<file path="src/rtl/dbgpio_pkg.sv">
package dbgpio_pkg;
  localparam int OFS_DOUT  = 'h00;
  localparam int OFS_STAT  = 'h04;
  localparam int OFS_ISTAT = 'h08;
  localparam int OFS_DIR   = 'h0C;
  localparam int OFS_RSV0  = 'h10;
  localparam int OFS_RSV1  = 'h14;
  localparam int OFS_DBEN  = 'h18;
  localparam int OFS_ODEN  = 'h1C;
  localparam int OFS_THR   = 'h80;
endpackage

</file>
<file path="src/rtl/dbgpio_tick.sv">
module dbgpio_tick #(
  parameter int unsigned CLKS_PER_TICK = 12500
) (
  input  logic clk_i,
  input  logic rst_ni,
  output logic tick_o
);
  generate
    if (CLKS_PER_TICK <= 1) begin : g_every
      assign tick_o = 1'b1;
    end else begin : g_count
      localparam int unsigned CW = $clog2(CLKS_PER_TICK);
      logic [CW-1:0] cnt_q;
      always_ff @(posedge clk_i or negedge rst_ni) begin
        if (!rst_ni) cnt_q <= '0;
        else if (cnt_q == CW'(CLKS_PER_TICK - 1)) cnt_q <= '0;
        else cnt_q <= cnt_q + 1'b1;
      end
      assign tick_o = (cnt_q == CW'(CLKS_PER_TICK - 1));
    end
  endgenerate
endmodule

</file>
<file path="src/rtl/dbgpio_sync.sv">
module dbgpio_sync #(
  parameter int unsigned WIDTH = 32
) (
  input  logic             clk_i,
  input  logic             rst_ni,
  input  logic [WIDTH-1:0] d_i,
  output logic [WIDTH-1:0] q_o
);
  logic [WIDTH-1:0] s1_q, s2_q;
  always_ff @(posedge clk_i or negedge rst_ni) begin
    if (!rst_ni) begin
      s1_q <= '0;
      s2_q <= '0;
    end else begin
      s1_q <= d_i;
      s2_q <= s1_q;
    end
  end
  assign q_o = s2_q;
endmodule

</file>
<file path="src/rtl/dbgpio_filter.sv">
module dbgpio_filter #(
  parameter int unsigned THR_W = 16
) (
  input  logic             clk_i,
  input  logic             rst_ni,
  input  logic             tick_i,
  input  logic             en_i,
  input  logic [THR_W-1:0] thr_i,
  input  logic             raw_i,
  output logic             filt_o
);
  logic             filt_q;
  logic [THR_W-1:0] cnt_q;
  logic [THR_W:0]   cnt_nx;

  assign cnt_nx = {1'b0, cnt_q} + 1'b1;

  always_ff @(posedge clk_i or negedge rst_ni) begin
    if (!rst_ni) begin
      filt_q <= 1'b0;
      cnt_q  <= '0;
    end else if (!en_i) begin
      filt_q <= raw_i;
      cnt_q  <= '0;
    end else if (raw_i == filt_q) begin
      cnt_q <= '0;
    end else if (tick_i) begin
      if (cnt_nx >= {1'b0, thr_i}) begin
        filt_q <= raw_i;
        cnt_q  <= '0;
      end else begin
        cnt_q <= cnt_nx[THR_W-1:0];
      end
    end
  end
  assign filt_o = filt_q;
endmodule

</file>
<file path="src/rtl/dbgpio_regs.sv">
module dbgpio_regs
  import dbgpio_pkg::*;
#(
  parameter int unsigned NUM_PINS = 32,
  parameter int unsigned THR_W    = 16,
  parameter int unsigned ADDR_W   = 8,
  parameter int unsigned DATA_W   = 32
) (
  input  logic                            clk_i,
  input  logic                            rst_ni,
  input  logic                            req_i,
  input  logic                            we_i,
  input  logic [ADDR_W-1:0]               addr_i,
  input  logic [DATA_W-1:0]               wdata_i,
  output logic [DATA_W-1:0]               rdata_o,
  input  logic [NUM_PINS-1:0]             status_i,
  output logic [NUM_PINS-1:0]             dout_o,
  output logic [NUM_PINS-1:0]             dir_o,
  output logic [NUM_PINS-1:0]             od_o,
  output logic [NUM_PINS-1:0]             dben_o,
  output logic [NUM_PINS-1:0][THR_W-1:0]  thr_o
);
  localparam int unsigned IDX_W = (NUM_PINS > 1) ? $clog2(NUM_PINS) : 1;

  logic [NUM_PINS-1:0] dout_q, dir_q, od_q, dben_q;
  logic [DATA_W-1:0]   rsv0_q, rsv1_q, rd_d, rdata_q;
  logic [NUM_PINS-1:0][THR_W-1:0] thr_q;
  logic [ADDR_W-1:0]   thr_ofs;
  logic [IDX_W-1:0]    thr_idx;
  logic                thr_hit, wr;

  assign wr      = req_i & we_i;
  assign thr_ofs = addr_i - ADDR_W'(OFS_THR);
  assign thr_idx = thr_ofs[IDX_W+1:2];
  assign thr_hit = (addr_i >= ADDR_W'(OFS_THR)) && (addr_i[1:0] == 2'b00)
                && ((thr_ofs >> 2) < ADDR_W'(NUM_PINS));

  always_ff @(posedge clk_i or negedge rst_ni) begin
    if (!rst_ni) begin
      dout_q <= '0;
      dir_q  <= '0;
      od_q   <= '0;
      dben_q <= '0;
      rsv0_q <= '0;
      rsv1_q <= '0;
    end else if (wr) begin
      case (addr_i)
        ADDR_W'(OFS_DOUT): dout_q <= wdata_i[NUM_PINS-1:0];
        ADDR_W'(OFS_DIR):  dir_q  <= wdata_i[NUM_PINS-1:0];
        ADDR_W'(OFS_ODEN): od_q   <= wdata_i[NUM_PINS-1:0];
        ADDR_W'(OFS_DBEN): dben_q <= wdata_i[NUM_PINS-1:0];
        ADDR_W'(OFS_RSV0): rsv0_q <= wdata_i;
        ADDR_W'(OFS_RSV1): rsv1_q <= wdata_i;
        default: ;
      endcase
    end
  end

  generate
    for (genvar p = 0; p < NUM_PINS; p++) begin : g_thr
      always_ff @(posedge clk_i or negedge rst_ni) begin
        if (!rst_ni) thr_q[p] <= '0;
        else if (wr && thr_hit && (thr_idx == IDX_W'(p))) thr_q[p] <= wdata_i[THR_W-1:0];
      end
    end
  endgenerate

  always_comb begin
    rd_d = '0;
    if (thr_hit) begin
      rd_d[THR_W-1:0] = thr_q[thr_idx];
    end else begin
      case (addr_i)
        ADDR_W'(OFS_DOUT): rd_d[NUM_PINS-1:0] = dout_q;
        ADDR_W'(OFS_STAT): rd_d[NUM_PINS-1:0] = status_i;
        ADDR_W'(OFS_DIR):  rd_d[NUM_PINS-1:0] = dir_q;
        ADDR_W'(OFS_ODEN): rd_d[NUM_PINS-1:0] = od_q;
        ADDR_W'(OFS_DBEN): rd_d[NUM_PINS-1:0] = dben_q;
        ADDR_W'(OFS_RSV0): rd_d = rsv0_q;
        ADDR_W'(OFS_RSV1): rd_d = rsv1_q;
        default: rd_d = '0;
      endcase
    end
  end

  always_ff @(posedge clk_i or negedge rst_ni) begin
    if (!rst_ni) rdata_q <= '0;
    else if (req_i && !we_i) rdata_q <= rd_d;
  end

  assign rdata_o = rdata_q;
  assign dout_o  = dout_q;
  assign dir_o   = dir_q;
  assign od_o    = od_q;
  assign dben_o  = dben_q;
  assign thr_o   = thr_q;
endmodule

</file>
<file path="src/rtl/dbgpio_port.sv">
module dbgpio_port #(
  parameter int unsigned NUM_PINS      = 32,
  parameter int unsigned THR_W         = 16,
  parameter int unsigned ADDR_W        = 8,
  parameter int unsigned DATA_W        = 32,
  parameter int unsigned CLKS_PER_TICK = 12500
) (
  input  logic                clk_i,
  input  logic                rst_ni,
  input  logic                bus_req_i,
  input  logic                bus_we_i,
  input  logic [ADDR_W-1:0]   bus_addr_i,
  input  logic [DATA_W-1:0]   bus_wdata_i,
  output logic [DATA_W-1:0]   bus_rdata_o,
  input  logic [NUM_PINS-1:0] pad_i,
  output logic [NUM_PINS-1:0] pad_o,
  output logic [NUM_PINS-1:0] pad_oe_o
);
  logic                           tick;
  logic [NUM_PINS-1:0]            raw_s, filt_q, status;
  logic [NUM_PINS-1:0]            dout_q, dir_q, od_q, dben_q;
  logic [NUM_PINS-1:0][THR_W-1:0] thr_q;

  dbgpio_tick #(.CLKS_PER_TICK(CLKS_PER_TICK)) u_tick (
    .clk_i(clk_i), .rst_ni(rst_ni), .tick_o(tick));

  dbgpio_sync #(.WIDTH(NUM_PINS)) u_sync (
    .clk_i(clk_i), .rst_ni(rst_ni), .d_i(pad_i), .q_o(raw_s));

  generate
    for (genvar p = 0; p < NUM_PINS; p++) begin : g_pin
      dbgpio_filter #(.THR_W(THR_W)) u_filt (
        .clk_i(clk_i), .rst_ni(rst_ni), .tick_i(tick), .en_i(dben_q[p]),
        .thr_i(thr_q[p]), .raw_i(raw_s[p]), .filt_o(filt_q[p]));
    end
  endgenerate

  assign status = (dben_q & filt_q) | (~dben_q & raw_s);

  dbgpio_regs #(
    .NUM_PINS(NUM_PINS), .THR_W(THR_W), .ADDR_W(ADDR_W), .DATA_W(DATA_W)
  ) u_regs (
    .clk_i(clk_i), .rst_ni(rst_ni), .req_i(bus_req_i), .we_i(bus_we_i),
    .addr_i(bus_addr_i), .wdata_i(bus_wdata_i), .rdata_o(bus_rdata_o),
    .status_i(status), .dout_o(dout_q), .dir_o(dir_q), .od_o(od_q),
    .dben_o(dben_q), .thr_o(thr_q));

  // open-drain: release the pad for a 1, pull low for a 0
  assign pad_o    = dout_q & ~od_q;
  assign pad_oe_o = dir_q & (~od_q | ~dout_q);
endmodule

</file>
<file path="config.mk">
export PLATFORM = sky130hd
export DESIGN_NAME = dbgpio_port
export DESIGN_NICKNAME = d
export VERILOG_FILES = /design/src/rtl/dbgpio_pkg.sv /design/src/rtl/dbgpio_tick.sv /design/src/rtl/dbgpio_sync.sv /design/src/rtl/dbgpio_filter.sv /design/src/rtl/dbgpio_regs.sv /design/src/rtl/dbgpio_port.sv
export SDC_FILE = /design/constraint.sdc
export NUM_CORES = 2
export LEC_CHECK = 0
export BUFFER_PORTS_ARGS = -buffer_cell sky130_fd_sc_hd__buf_2
export CAP_MARGIN = 10
export CORE_ASPECT_RATIO = 1.5
export CORE_MARGIN = 2
export CORE_UTILIZATION = 40
export DETAILED_ROUTE_END_ITERATION = 10
export GPL_TIMING_DRIVEN = 0
export PLACE_DENSITY = 0.53
export SYNTH_ARGS = -nofsm -noshare
export SYNTH_HDL_FRONTEND = slang
export SYNTH_SLANG_ARGS = --single-unit
</file>
<file path="constraint.sdc">
create_clock -name clk_i -period 10.6 [get_ports clk_i]
set_input_delay 0.53 -clock clk_i [delete_from_list [all_inputs] [get_ports clk_i]]
set_output_delay 0.53 -clock clk_i [all_outputs]
set_load 0.005 [all_outputs]
</file>
# Word-level counts from Yosys, hierarchy flattened
# Index checks and enable logic that the tools add are counted.
totals:
  word_cells: 723
  regBits: 1358
classes:
  eq_ne: 198
  addsub: 34
  n_mux: 262
  n_reduce_logical: 78
  n_bitwise: 10
  order_cmp: 35
ops:
  columns: ["cell", "n"]
  rows:
  - ["$mux W16", 131]
  - ["$add A16 B1 Y17 const B", 32]
  - ["$ge A17 B16 Y1", 32]
  - ["$pmux W32 S7", 1]
  - ["$ne A2 B2 Y1 const B", 96]
  - ["$and A32 B32 Y32", 4]
  - ["$mux W1", 128]
  - ["$ne A3 B3 Y1 const B", 32]
  - ["$not A32 Y32", 3]
  - ["$reduce_and A3 Y1", 32]
  - ["$bmux W16 S5", 1]
  - ["$eq A5 B5 Y1 const B", 16]
  - ["$or A32 B32 Y32", 2]
  - ["$eq A5 B4 Y1 const B", 8]
  - ["$logic_and A1 B1 Y1", 36]
  - ["$eq A1 B1 Y1", 32]
  - ["$eq A8 B5 Y1 const B", 4]
  - ["$eq A5 B3 Y1 const B", 4]
  - ["$add A14 B1 Y14 const B", 1]
  - ["$eq A14 B14 Y1 const B", 1]
  - ["$mux W14", 1]
  - ["$reduce_and A2 Y1", 6]
  - ["$eq A5 B2 Y1 const B", 2]
  - ["$eq A8 B3 Y1 const B", 1]
  - ["other kinds (11)", 11]

# Longest topological paths before layout
depth:
  depth_word: 6
  mapped_depth: 16
  mapped_depth_nobuf: 14

# Cells and area by module
# From an unflattened synthesis, not the netlist that was laid out.
hier_totals:
  hier_cells: 7974
  hier_area_um2: 81468.1
by_module_without_submodules:
  columns: ["module", "cells_each", "seq_area_each_um2", "instances", "area_per_inst_um2"]
  rows:
  - ["dbgpio_filter", 171, 425.4, 32, 1392.6]
  - ["dbgpio_regs", 2278, 18417.7, 1, 33657.3]
  - ["dbgpio_sync", 64, 1601.5, 1, 1601.5]
  - ["dbgpio_port", 96, 0.0, 1, 920.9]
  - ["dbgpio_tick", 64, 350.3, 1, 725.7]

# Worst setup path before layout
# No wires, ideal clock.
synth_timing:
  path_type: "flip-flop to flip-flop"
  from: "register g_pin[17].u_filt.cnt_q[0]"
  to: "register g_pin[17].u_filt.cnt_q[2]"
  arrival_ns: 3.440
  path_buffers: 2
  path_stages_with_launch: 15
  required_ns: 10.522
  period_less_slack_ns: 3.518
  setup_slack_ns: 7.082
  cell_sequence: "dfrtp_1 -> ha_1 -> nand3_1 -> nor4_1 -> nand4_1 -> xnor2_1 -> ha_1 -> nand3_1 -> nor2_1 -> a221oi_1 -> and4_1 -> clkbuf_1 -> clkbuf_1 -> o21ai_0 -> a21oi_1"
synth_via:
  elab_chain_len: 6
synth_rtl:
  columns: ["element", "line_no", "rtl"]
  rows:
  - ["start: declaration", "dbgpio_filter.sv:13", "logic [THR_W-1:0] cnt_q;"]
  - ["start signal: assignment", "dbgpio_filter.sv:32", "cnt_q <= cnt_nx[THR_W-1:0];"]
  - ["$add A16 B1 Y17 *", "dbgpio_filter.sv:16", "assign cnt_nx = {1'b0, cnt_q} + 1'b1;"]
  - ["$ge A17 B16 Y1", "dbgpio_filter.sv:28", "if (cnt_nx >= {1'b0, thr_i}) begin"]
  - ["$mux W16 *", "dbgpio_filter.sv:28", null]
  - ["$mux W16 *", "dbgpio_filter.sv:27", "end else if (tick_i) begin"]
  - ["$mux W16 *", "dbgpio_filter.sv:25", "end else if (raw_i == filt_q) begin"]
  - ["$mux W16 *", "dbgpio_filter.sv:22", "end else if (!en_i) begin"]
# Every way passes the cells marked *; elsewhere a longest branch is shown, timed or not. The select of a mux whose other input is x is not followed.
# A chain may end at the register's enable or synchronous reset.

# Worst setup path after layout
layout_timing:
  from: "register u_tick.g_count.cnt_q[0]"
  to: "register g_pin[22].u_filt.filt_q"
layout_via:
  elab_chain_len: 3
layout_rtl:
  columns: ["element", "line_no", "rtl"]
  rows:
  - ["start: declaration", "dbgpio_tick.sv:13", "logic [CW-1:0] cnt_q;"]
  - ["start signal: assignment", "dbgpio_tick.sv:17", "else cnt_q <= cnt_q + 1'b1;"]
  - ["$eq A14 B14 Y1", "dbgpio_tick.sv:19", "assign tick_o = (cnt_q == CW'(CLKS_PER_TICK - 1));"]
  - ["$ne A2 B2 Y1 (no source line)", null, null]
  - ["$reduce_and A3 Y1 (no source line)", null, null]
  - ["end signal: assignment", "dbgpio_filter.sv:23", "filt_q <= raw_i;"]
  - ["end signal: assignment", "dbgpio_filter.sv:29", "filt_q <= raw_i;"]
  - ["end: declaration", "dbgpio_filter.sv:12", "logic filt_q;"]
# No other way between the ends.

==> load_flow_metrics.sql <==
INSERT INTO impl_metrics (metric_group, metric, value, unit) VALUES
('status', 'result_of_the_run', 'complete, no violations', ''),
('finish', 'area.growth.synth_to_final', '13.0', '%'),
('synth', 'synth_seq_area_share', '0.421', ''),
('hold_path', 'worstHoldEndpoint', 'u_regs.rsv1_q[26]$_DFFE_PN0P_', ''),
('floorplan', 'die_x', '371', 'microns'),
('synth', 'area_contributors_post_synth', 'sky130_fd_sc_hd__dfrtp_1 (42%), sky130_fd_sc_hd__mux2_2 (8.7%), sky130_fd_sc_hd__ha_1 (8.4%)', ''),
('floorplan', 'placeableCoreArea', '201000', 'sq um'),
('clock_tree', 'cts_max_level', '4', ''),
('critical_path', 'critical-path-top-delay-family', 'buffers and inverters', ''),
('power_and_ir_drop', 'power.share.combinational', '0.085', ''),
('timing', 'timing.fmax', '186', 'MHz'),
('routing', 'vias_per_cell', '5.88', ''),
('clock_tree', 'cts_tree', 'yes', ''),
('floorplan', 'die-area', '206000', 'sq um'),
('critical_path', 'cpMostUsedCell', 'sky130_fd_sc_hd__buf_2', ''),
('power_and_ir_drop', 'share_seq_of_total_power', '0.440', ''),
('placed_design', 'worst_slack_at_placement', '5.27', 'ns'),
('synth', 'yosys.area_share.adder', '0.0844', ''),
('synth', 'synth_simple_gate_area_frac', '0.141', ''),
('floorplan', 'design.portCount', '172', ''),
('critical_path', 'timing.rr.start', 'u_tick.g_count.cnt_q[0]$_DFF_PN0_', ''),
('placed_design', 'gp_routability_congestion', '0.983', ''),
('timing', 'report.final.setup_viol', '0', ''),
('timing', 'setup_skew_after_layout', '0.0716', 'ns'),
('critical_path', 'setup.reg_to_reg.worst_slack', '5.23', 'ns'),
('clock_tree', 'cts_root_buffer', 'sky130_fd_sc_hd__clkbuf_16', ''),
('finish', 'final-instance-count-excl-fill', '10995', ''),
('clock_tree', 'clock_insertion_delay_worst_skew', '0.84', 'ns'),
('job', 'cap_viol_max_count', '0', ''),
('clock_tree', 'clk_transition_reported_paths', '0.07', 'ns'),
('global_route', 'first_global_vias', '64893', ''),
('power_and_ir_drop', 'power.static_leakage', '43.0', 'nW'),
('power_and_ir_drop', 'power.switching', '3.24', 'mW'),
('synth', 'synth-compound-area-share', '0.128', ''),
('critical_path', 'path_cells', 'ha_1, and3_1, nand4_2, buf_6, buf_2, buf_2, buf_2, nand2_1, o21ai_0, mux2_2', ''),
('placed_design', 'port_buffers', '152', ''),
('critical_path', 'r2r_cells', '10', ''),
('clock_tree', 'post_cts.repair.setup_buffers', '0', ''),
('synth', 'synth_warnings', '0', ''),
('routing', 'detail_route.wirelength', '300000', 'microns'),
('timing', 'report.final.slew_viol_count', '0', ''),
('synth', 'yosys.cell_count.top_type', 'sky130_fd_sc_hd__dfrtp_1', ''),
('routing', 'count_of_routing_violations_after_the_opening_detailed_route_iteration', '4834', ''),
('finish', 'finalNetCount', '8832', ''),
('hold_path', 'min_path_cells', '2', ''),
('synth', 'post-synth-top-area-fraction', '0.421', ''),
('synth', 'netlist.top_cell.by_area', 'sky130_fd_sc_hd__dfrtp_1', ''),
('synth', 'synth_edf_count', '0', ''),
('critical_path', 'timing.critical_path.buf_inv', '4', ''),
('timing', 'min_period', '5.37', 'ns'),
('synth', 'netlist_area', '80800', 'sq um'),
('clock_tree', 'max-clock-path-buffers', '4', ''),
('timing', 'slew_headroom', '0.0732', ''),
('finish', 'layout.core_utilization', '0.453', ''),
('global_route', 'globalRoute.totalOverflow', '0', ''),
('timing', 'hold_viol_final', '0', ''),
('synth', 'synth_top_family_by_area', 'simple AND/OR/NAND/NOR gates', ''),
('synth', 'mappedNetlistNets', '8447', ''),
('hold_path', 'path_category_of_the_worst_min_delay_check', 'in -> reg', ''),
('critical_path', 'cp-start-kind', 'flop', ''),
('critical_path', 'cp.arrival', '6.07', 'ns'),
('routing', 'ant_nets', '0', ''),
('synth', 'async_flop_share', '1.00', ''),
('floorplan', 'initial_core_util', '0.401', ''),
('timing', 'period_share', '0.507', ''),
('finish', 'final_cell_area', '91300', 'sq um'),
('global_route', 'groute.usage.overall', '0.290', ''),
('power_and_ir_drop', 'peakVddDrop', '0.108', 'mV'),
('routing', 'route.vias.total', '64653', ''),
('synth', 'synth_top_flop_cell', 'sky130_fd_sc_hd__dfrtp_1', ''),
('synth', 'synth_commonest_cells', 'sky130_fd_sc_hd__dfrtp_1 (1358), sky130_fd_sc_hd__nand2_1 (814), sky130_fd_sc_hd__mux2_2 (621)', '');
area by class of cell:
type,count,area [sq um]
fillers,18995,110000
multi-input cells,5513,43100
flip-flops and latches,1358,34000
clock buffers,218,4520
well taps,2652,3320
inverters,582,2180
repair buffers,225,1760
plain buffers,373,1520
clock inverters,56,857
diodes,18,45.0
power by group through the flow:
stage	Combinational, mW	Sequential [mW]	Clock (mW)
2_1_floorplan	0.535	5.45	0
6_report	1.05	5.42	5.85
4_1_cts	1.04	5.42	5.97
3_5_place_dp	1.02	5.51	0
5_1_grt	1.12	5.43	6.16
3_3_place_gp	0.993	5.52	0
metrics by stage:
step	hold slack [ns]	total power [mW]
after floorplan	0.234	5.98
after global placement	0.331	6.51
after detailed placement	0.335	6.53
after CTS	0.0172	12.4
after global routing	0.0505	12.7
final	0.0756	12.3
repair_timing:
item                                   CTS  global route
resized for setup                        0             0
hold buffers                            48             0
endpoints found under the hold margin  196             0
worst register-to-register path, delay by kind of cell, from the launching register on:
kind	cells	cell delay (ns)
simple gates	3	0.99
compound gates	1	0.22
flops	1	0.41
fa+ha+maj	1	0.26
mux	1	0.39
buf+inv	4	2.99
placed cells by master, fill, tap and decap left out, drive strengths merged, types with 70 or more instances in the layout:
| cell type | count |
|---|---|
| nor2b | 105 |
| o21ai | 314 |
| mux2 | 622 |
| xnor2 | 254 |
| or2 | 90 |
| xor2 | 131 |
| a21oi | 228 |
| buf | 277 |
| nor3 | 114 |
| nand3 | 313 |
| nor2 | 256 |
| inv | 590 |
| clkbuf | 491 |
| dfrtp | 1358 |
| mux4 | 160 |
| and3 | 127 |
| nand2 | 814 |
| nand2b | 76 |
| a21o | 107 |
| ha | 545 |
| a31oi | 70 |
| nand4 | 179 |
| a22o | 219 |
logic make-up after synthesis:
family,count (synthesis)
compound gates,1455
xor+xnor,385
fa+ha+maj,545
buf+inv,955
flops,1358
mux,838
simple gates,2290
worst max path at each step:
stage,end,slack (ns),start,cells after the start
global route,g_pin[22].u_filt.filt_o$_DFFE_PN0P_,5.18,u_tick.g_count.cnt_q[0]$_DFF_PN0_,10
finish,g_pin[22].u_filt.filt_o$_DFFE_PN0P_,5.23,u_tick.g_count.cnt_q[0]$_DFF_PN0_,10
detailed placement,g_pin[22].u_filt.filt_o$_DFFE_PN0P_,5.27,u_tick.g_count.cnt_q[0]$_DFF_PN0_,10
global placement,g_pin[1].u_filt.cnt_q[9]$_DFFE_PN0P_,-22.87,rst_ni,1
CTS,g_pin[22].u_filt.filt_o$_DFFE_PN0P_,5.27,u_tick.g_count.cnt_q[0]$_DFF_PN0_,10
floorplan,g_pin[17].u_filt.cnt_q[2]$_DFFE_PN0P_,7.08,g_pin[17].u_filt.cnt_q[0]$_DFFE_PN0P_,14
metal layers:
layer  GRT usage  part of all wire  vias up
met5           0           0.00030        -
met3      0.0521             0.063      606
met2       0.476              0.48     2126
li1            -                 -    29180
met1       0.348              0.39    32727
met4       0.184             0.071       14
Note: power is estimated with default switching activity, not from simulation.
